**src/rtl/bfly_pkg.sv**
```systemverilog
package bfly_pkg;

    localparam int unsigned BF_DATA_W  = 16;
    localparam int unsigned BF_FRAC_W  = 15;
    localparam int unsigned BF_GUARD_W = 2;

    typedef enum logic {
        SCALE_QUARTER = 1'b0,
        SCALE_HALF    = 1'b1
    } scale_e;

endpackage

```
**src/rtl/bfly_mul.sv**
```systemverilog
module bfly_mul
    import bfly_pkg::*;
#(
    parameter int unsigned DW = BF_DATA_W,
    localparam int unsigned PW = 2 * DW
) (
    input  logic                 clk,
    input  logic                 rst_n,
    input  logic                 vld_i,
    input  scale_e               scale_i,
    input  logic signed [DW-1:0] a_re_i,
    input  logic signed [DW-1:0] a_im_i,
    input  logic signed [DW-1:0] b_re_i,
    input  logic signed [DW-1:0] b_im_i,
    input  logic signed [DW-1:0] w_re_i,
    input  logic signed [DW-1:0] w_im_i,
    output logic                 vld_o,
    output scale_e               scale_o,
    output logic signed [DW-1:0] a_re_o,
    output logic signed [DW-1:0] a_im_o,
    output logic signed [PW-1:0] prod_o [4]
);

    // product k uses lhs[k] * rhs[k]: rr, ii, ri, ir
    logic signed [DW-1:0] lhs [4];
    logic signed [DW-1:0] rhs [4];

    always_comb begin
        lhs[0] = b_re_i; rhs[0] = w_re_i;
        lhs[1] = b_im_i; rhs[1] = w_im_i;
        lhs[2] = b_re_i; rhs[2] = w_im_i;
        lhs[3] = b_im_i; rhs[3] = w_re_i;
    end

    for (genvar k = 0; k < 4; k++) begin : g_prod
        always_ff @(posedge clk or negedge rst_n) begin
            if (!rst_n) begin
                prod_o[k] <= '0;
            end else if (vld_i) begin
                prod_o[k] <= lhs[k] * rhs[k];
            end
        end
    end

    always_ff @(posedge clk or negedge rst_n) begin
        if (!rst_n) begin
            vld_o   <= 1'b0;
            scale_o <= SCALE_QUARTER;
            a_re_o  <= '0;
            a_im_o  <= '0;
        end else begin
            vld_o <= vld_i;
            if (vld_i) begin
                scale_o <= scale_i;
                a_re_o  <= a_re_i;
                a_im_o  <= a_im_i;
            end
        end
    end

endmodule

```
**src/rtl/bfly_combine.sv**
```systemverilog
module bfly_combine
    import bfly_pkg::*;
#(
    parameter int unsigned DW = BF_DATA_W,
    parameter int unsigned FW = BF_FRAC_W,
    parameter int unsigned GW = BF_GUARD_W,
    localparam int unsigned PW = 2 * DW,
    localparam int unsigned CW = DW + GW
) (
    input  logic                 clk,
    input  logic                 rst_n,
    input  logic                 vld_i,
    input  scale_e               scale_i,
    input  logic signed [DW-1:0] a_re_i,
    input  logic signed [DW-1:0] a_im_i,
    input  logic signed [PW-1:0] prod_i [4],
    output logic                 vld_o,
    output scale_e               scale_o,
    output logic signed [CW-1:0] res_o [4]
);

    logic signed [CW-1:0] renorm [4];
    logic signed [CW-1:0] wb_re, wb_im, a_re_x, a_im_x;
    logic signed [CW-1:0] nxt [4];

    always_comb begin
        for (int k = 0; k < 4; k++) begin
            renorm[k] = CW'(prod_i[k] >>> FW);
        end
        wb_re  = renorm[0] - renorm[1];
        wb_im  = renorm[2] + renorm[3];
        a_re_x = CW'(a_re_i);
        a_im_x = CW'(a_im_i);
        nxt[0] = a_re_x + wb_re;
        nxt[1] = a_im_x + wb_im;
        nxt[2] = a_re_x - wb_re;
        nxt[3] = a_im_x - wb_im;
    end

    for (genvar k = 0; k < 4; k++) begin : g_res
        always_ff @(posedge clk or negedge rst_n) begin
            if (!rst_n) begin
                res_o[k] <= '0;
            end else if (vld_i) begin
                res_o[k] <= nxt[k];
            end
        end
    end

    always_ff @(posedge clk or negedge rst_n) begin
        if (!rst_n) begin
            vld_o   <= 1'b0;
            scale_o <= SCALE_QUARTER;
        end else begin
            vld_o <= vld_i;
            if (vld_i) begin
                scale_o <= scale_i;
            end
        end
    end

    // sum and difference of one butterfly always add up to twice A
    pair_sum_chk: assert property (@(posedge clk) disable iff (!rst_n)
        vld_o |-> ({res_o[0][CW-1], res_o[0]} + {res_o[2][CW-1], res_o[2]})
                  == {{(CW-DW){$past(a_re_i[DW-1])}}, $past(a_re_i), 1'b0});

endmodule

```
**src/rtl/bfly_scale_lane.sv**
```systemverilog
module bfly_scale_lane
    import bfly_pkg::*;
#(
    parameter int unsigned DW = BF_DATA_W,
    parameter int unsigned GW = BF_GUARD_W,
    localparam int unsigned CW = DW + GW
) (
    input  logic                 clk,
    input  logic                 rst_n,
    input  logic                 vld_i,
    input  scale_e               scale_i,
    input  logic signed [CW-1:0] val_i,
    output logic signed [DW-1:0] res_o
);

    localparam logic signed [CW-1:0] HI = CW'(2 ** (DW - 1) - 1);
    localparam logic signed [CW-1:0] LO = CW'(-(2 ** (DW - 1)));

    logic signed [CW-1:0] shifted;
    logic signed [DW-1:0] clamped;

    always_comb begin
        unique case (scale_i)
            SCALE_HALF:    shifted = val_i >>> 1;
            SCALE_QUARTER: shifted = val_i >>> 2;
            default:       shifted = val_i >>> 2;
        endcase
        if (shifted > HI) begin
            clamped = DW'(HI);
        end else if (shifted < LO) begin
            clamped = DW'(LO);
        end else begin
            clamped = shifted[DW-1:0];
        end
    end

    always_ff @(posedge clk or negedge rst_n) begin
        if (!rst_n) begin
            res_o <= '0;
        end else if (vld_i) begin
            res_o <= clamped;
        end
    end


    sign_keep_chk: assert property (@(posedge clk) disable iff (!rst_n)
        vld_i |=> (res_o[DW-1] == $past(val_i[CW-1])));


    sat_high_chk: assert property (@(posedge clk) disable iff (!rst_n)
        (vld_i && scale_i == SCALE_HALF && val_i[CW-1:CW-2] == 2'b01)
        |=> (res_o == DW'(HI)));

endmodule

```
**src/rtl/fxp_butterfly.sv**
```systemverilog
module fxp_butterfly
    import bfly_pkg::*;
#(
    parameter int unsigned DW = BF_DATA_W,
    parameter int unsigned FW = BF_FRAC_W,
    parameter int unsigned GW = BF_GUARD_W,
    localparam int unsigned PW = 2 * DW,
    localparam int unsigned CW = DW + GW
) (
    input  logic                 clk,
    input  logic                 rst_n,
    input  logic                 in_valid,
    input  logic                 shift_one,
    input  logic signed [DW-1:0] a_re,
    input  logic signed [DW-1:0] a_im,
    input  logic signed [DW-1:0] b_re,
    input  logic signed [DW-1:0] b_im,
    input  logic signed [DW-1:0] w_re,
    input  logic signed [DW-1:0] w_im,
    output logic                 out_valid,
    output logic signed [DW-1:0] x_re,
    output logic signed [DW-1:0] x_im,
    output logic signed [DW-1:0] y_re,
    output logic signed [DW-1:0] y_im
);

    logic                 mul_vld, cmb_vld;
    scale_e               mul_scale, cmb_scale;
    logic signed [DW-1:0] mul_a_re, mul_a_im;
    logic signed [PW-1:0] mul_prod [4];
    logic signed [CW-1:0] cmb_res [4];
    logic signed [DW-1:0] lane_out [4];

    bfly_mul #(.DW(DW)) u_mul (
        .clk     (clk),
        .rst_n   (rst_n),
        .vld_i   (in_valid),
        .scale_i (scale_e'(shift_one)),
        .a_re_i  (a_re),
        .a_im_i  (a_im),
        .b_re_i  (b_re),
        .b_im_i  (b_im),
        .w_re_i  (w_re),
        .w_im_i  (w_im),
        .vld_o   (mul_vld),
        .scale_o (mul_scale),
        .a_re_o  (mul_a_re),
        .a_im_o  (mul_a_im),
        .prod_o  (mul_prod)
    );

    bfly_combine #(.DW(DW), .FW(FW), .GW(GW)) u_combine (
        .clk     (clk),
        .rst_n   (rst_n),
        .vld_i   (mul_vld),
        .scale_i (mul_scale),
        .a_re_i  (mul_a_re),
        .a_im_i  (mul_a_im),
        .prod_i  (mul_prod),
        .vld_o   (cmb_vld),
        .scale_o (cmb_scale),
        .res_o   (cmb_res)
    );

    for (genvar k = 0; k < 4; k++) begin : g_lane
        bfly_scale_lane #(.DW(DW), .GW(GW)) u_lane (
            .clk     (clk),
            .rst_n   (rst_n),
            .vld_i   (cmb_vld),
            .scale_i (cmb_scale),
            .val_i   (cmb_res[k]),
            .res_o   (lane_out[k])
        );
    end

    always_ff @(posedge clk or negedge rst_n) begin
        if (!rst_n) begin
            out_valid <= 1'b0;
        end else begin
            out_valid <= cmb_vld;
        end
    end

    always_comb begin
        x_re = lane_out[0];
        x_im = lane_out[1];
        y_re = lane_out[2];
        y_im = lane_out[3];
    end

    // cycles since reset, saturating, for the latency check
    logic [1:0] since_rst;
    always_ff @(posedge clk or negedge rst_n) begin
        if (!rst_n) begin
            since_rst <= '0;
        end else if (since_rst != 2'd3) begin
            since_rst <= since_rst + 2'd1;
        end
    end


    valid_lat_chk: assert property (@(posedge clk) disable iff (!rst_n)
        (since_rst == 2'd3) |-> (out_valid == $past(in_valid, 3)));


    always @(negedge clk) begin
        if (!rst_n) begin
            reset_quiet_chk: assert (!out_valid && x_re == '0 && x_im == '0
                                     && y_re == '0 && y_im == '0);
        end
    end

endmodule

```
**config.mk**
```make
export PLATFORM = sky130hd
export DESIGN_NAME = fxp_butterfly
export DESIGN_NICKNAME = d
export VERILOG_FILES = /design/src/rtl/bfly_pkg.sv /design/src/rtl/bfly_mul.sv /design/src/rtl/bfly_combine.sv /design/src/rtl/bfly_scale_lane.sv /design/src/rtl/fxp_butterfly.sv
export SDC_FILE = /design/constraint.sdc
export NUM_CORES = 2
export LEC_CHECK = 0
export ABC_AREA = 0
export CORE_MARGIN = 10
export CORE_UTILIZATION = 40
export DETAILED_ROUTE_END_ITERATION = 12
export DONT_BUFFER_PORTS = 1
export PLACE_DENSITY = 0.57
export SYNTH_ARGS = -nofsm -noshare
export SYNTH_HDL_FRONTEND = slang
export SYNTH_SLANG_ARGS = --single-unit
```
**constraint.sdc**
```tcl
create_clock -name clk -period 5.8 [get_ports clk]
set_input_delay 1.16 -clock clk [delete_from_list [all_inputs] [get_ports clk]]
set_output_delay 1.16 -clock clk [all_outputs]
set_load 0.01 [all_outputs]
```
==> impl_metrics.csv <==
group,metric,value,unit
yosys,ys_seq_area_frac,0.115,
yosys,synth_nets,7128,
floorplan,die_h,379,um
finish,final_cell_mix,"1233 x inv_1, 1034 x fa_1, 573 x nand2_1",
timing,period_share,1.10,
global_routing,grt_use_total,0.191,
timing,skew,0.0238,ns
critical_path,crit_type,"in2reg",
clock_network,clock_sinks,237,
yosys,synth_seq_cells,237,
critical_path,startpoint_type,"primary input",
timing,tightest_slew,1.21,ns
clock_network,clock_path_buffers,3,
floorplan,io_pins,165,
floorplan,start_util,0.404,
placement,gp_congestion,0.845,
drt,routed_wl,133000,um
floorplan,rows,131,
yosys,async_flop_share,1.00,
timing,whs,0.303,ns
timing,fmax,0.156,GHz
drt,wl_met3,6710,um
finish,finish.utilization,0.452,
global_routing,grt_overflow,0,
run,cap_viol_max_count,0,
finish,nFillCells,12300,
yosys,synth_largest_area_cell,"fa_1",
placement,hpwlAfterDp,104000,um
drt,viasPerCell,5.02,
clock_network,numCtsBuffers,27,
global_routing,antenna_found_initial,14,
floorplan,dieArea,144000,um^2
timing,hold_violations,0,
global_routing,grt_pass1_vias,40300,
timing,relSlewSlack,0.194,
clock_network,tritoncts,"yes",
drt,wl_met2,66600,um
floorplan,fp.dieW,379,um
clock_network,clkSlewWorstSetupHoldPaths,0.07,ns
timing,rsz0062_at_grt,"yes",
global_routing,grt_start_max_net_pins,238,
hold_path,hp-class,"in2async",
yosys,synthesis.area,51600,um^2
yosys,avgSynthCellArea,9.27,um^2
critical_path,critical_path_arrival,6.86,ns
finish,nNetsFinal,7210,
drt,drtPass1Iterations,5,
outcome,violations,"setup timing",
drt,drc,0,
global_routing,grt_pass1_wl,220000,um
critical_path,regToRegSetupSlack,1.04,ns
drt,ant_nets,0,
yosys,synth_ff_type,"dfrtp_1",
clock_network,insertion_delay,0.57,ns
yosys,syn_inst,5564,
critical_path,worstPathMaxFanout,32,
critical_path,r2r-start,"u_mul.prod_o[111]$_DFFE_PN0P_",
drt,m1WireLength,57200,um
placement,numPortBuffers,0,
drt,top_layer_used,"met4",
finish,syn_to_final_growth,12.0,%
timing,setup_slack,-0.594,ns
floorplan,core_area,128000,um^2
critical_path,cp.required,6.26,ns
finish,drive_above_1_share,0.130,
timing,finalMaxSlewViolations,0,
clock_network,cts_root_buffer,"clkbuf_16",
yosys,ys_types,74,
critical_path,r2r-end,"u_combine.res_o[71]$_DFFE_PN0P_",
yosys,post-synth-top-area-fraction,0.407,
drt,drt-initial-drc-count,2021,
finish,final_common_cell,"inv_1",
drt,vias,36800,
critical_path,reg2reg_depth,20,
timing,period_minus_slack,6.39,ns
yosys,yosys_warnings,0,
timing,finalSetupViolations,59,
clock_network,htree_levels,1,
yosys,synth_edf_count,0,
yosys,yosys-top-cells-area,"fa_1 41%, dfrtp_1 11%, ha_1 10%",
critical_path,end_kind,"flop",
outcome,status,"finished with violations",
drt,wl_per_cell,18.2,um
-- repair_timing --
action	CTS	global route
resized for setup	116	122
setup endpoints to repair	56	64
pin swaps	75	103
buffers inserted	21	24
hold buffers	0	0
-- cells in the mapped netlist (5+ instances only) --
library cell  count
nand4_1          15
buf_1            21
a211oi_1         28
mux2i_1           8
a2111oi_0         5
o2111a_1          6
and3_1           11
clkbuf_1        251
o31ai_1          21
or3_1            17
o41ai_1           9
nand2b_1         39
o21a_1            9
nand3_1          39
and2_1          495
a21o_1           40
or2_2            10
o21ai_0          56
fa_1           1050
nor3_1           38
inv_1          1262
nor2_1          206
o22ai_1           5
dfrtp_1         237
nor4_1            6
mux2_2          102
a31o_2            6
xor2_1           42
ha_1            414
nor2b_1          19
a31oi_1          63
o21bai_1         20
xnor2_1         135
nand2_1         596
o211ai_1         52
a211o_1           5
a21oi_1         154
a21boi_0          6
-- worst max-delay path by stage --
| stage | from | end | depth (start not counted) |
|---|---|---|---|
| after floorplan | w_re[6] | u_mul.prod_o[125]$_DFFE_PN0P_ | 21 |
| after global placement | w_re[7] | u_mul.prod_o[124]$_DFFE_PN0P_ | 22 |
| after detailed placement | w_re[5] | u_mul.prod_o[124]$_DFFE_PN0P_ | 21 |
| after CTS | w_re[10] | u_mul.prod_o[127]$_DFFE_PN0P_ | 21 |
| after global routing | b_re[13] | u_mul.prod_o[124]$_DFFE_PN0P_ | 21 |
| final | w_re[4] | u_mul.prod_o[125]$_DFFE_PN0P_ | 21 |
-- routing by layer --
metal | vias to the layer above | GRT usage
met3 | 150 | 0.0265
met4 | 0 | 0.0297
met2 | 701 | 0.337
met5 | - | 0
met1 | 19000 | 0.251
li1 | 16900 | -
-- worst max-delay path: stages --
cell	delay, ns
and2_1	0.16
fa_1	0.54
inv_1	0.05
fa_1	0.51
fa_2	0.46
fa_1	0.54
inv_1	0.05
fa_1	0.45
fa_1	0.53
ha_4	0.21
a21o_1	0.15
a21oi_1	0.21
buf_4	0.17
o2bb2ai_1	0.07
inv_1	0.12
a21oi_4	0.11
o311ai_4	0.36
a211oi_4	0.15
buf_4	0.16
or4_1	0.46
a31o_2	0.25
-- cell type report --
cell class / count / area [um^2] / area share
antenna: 3 / 7.51 / 0.000130
clock buffer: 34 / 722 / 0.0125
clock inverter: 14 / 196 / 0.00340
inverter: 1262 / 4740 / 0.0821
multi-input combinational: 3792 / 41500 / 0.718
sequential: 237 / 5940 / 0.103
tap: 1662 / 2080 / 0.0360
timing repair buffer: 326 / 2600 / 0.0450
-- cell families (layout without fill, tap and decap cells) --
| family | Yosys count | count (layout) | share of synthesized area |
|---|---|---|---|
| xor gates and xnor gates | 177 | 177 | 0.0300 |
| AOI/OAI and AO/OA | 530 | 530 | 0.0684 |
| buffers and inverters | 1535 | 1636 | 0.112 |
| and+or+nand+nor | 1511 | 1511 | 0.143 |
| DFF | 237 | 237 | 0.115 |
| other | 0 | 3 | 0 |
| muxes | 110 | 110 | 0.0238 |
| adders and majority gates | 1464 | 1464 | 0.508 |
-- state kept, by name, indices dropped and copies added (netlist names) --
register             cells
u_mul.a_re_o            16
u_mul.vld_o              1
out_valid                1
u_mul.prod_o            68
u_combine.scale_o        1
u_mul.scale_o            1
u_combine.vld_o          1
g_lane.u_lane.res_o     64
u_mul.a_im_o            16
u_combine.res_o         68
-- per-stage QoR --
| step | setup slack (ns) | instances | TNS [ns] | instance area [um^2] |
|---|---|---|---|---|
| 2_1_floorplan | -0.993 | 5564 | -33.03 | 52700 |
| 3_3_place_gp | -1.11 | 7255 | -54.77 | 55500 |
| 3_5_place_dp | -1.21 | 7255 | -57.25 | 55500 |
| 4_1_cts | -0.533 | 7316 | -17.03 | 57100 |
| 5_1_grt | -0.813 | 7328 | -30.58 | 57800 |
| 6_report | -0.594 | 7330 | -20.81 | 57800 |
Power is left out: the tool's default activity adds up to more than one toggle a clock period on the data nets, which glitch-free logic cannot reach.
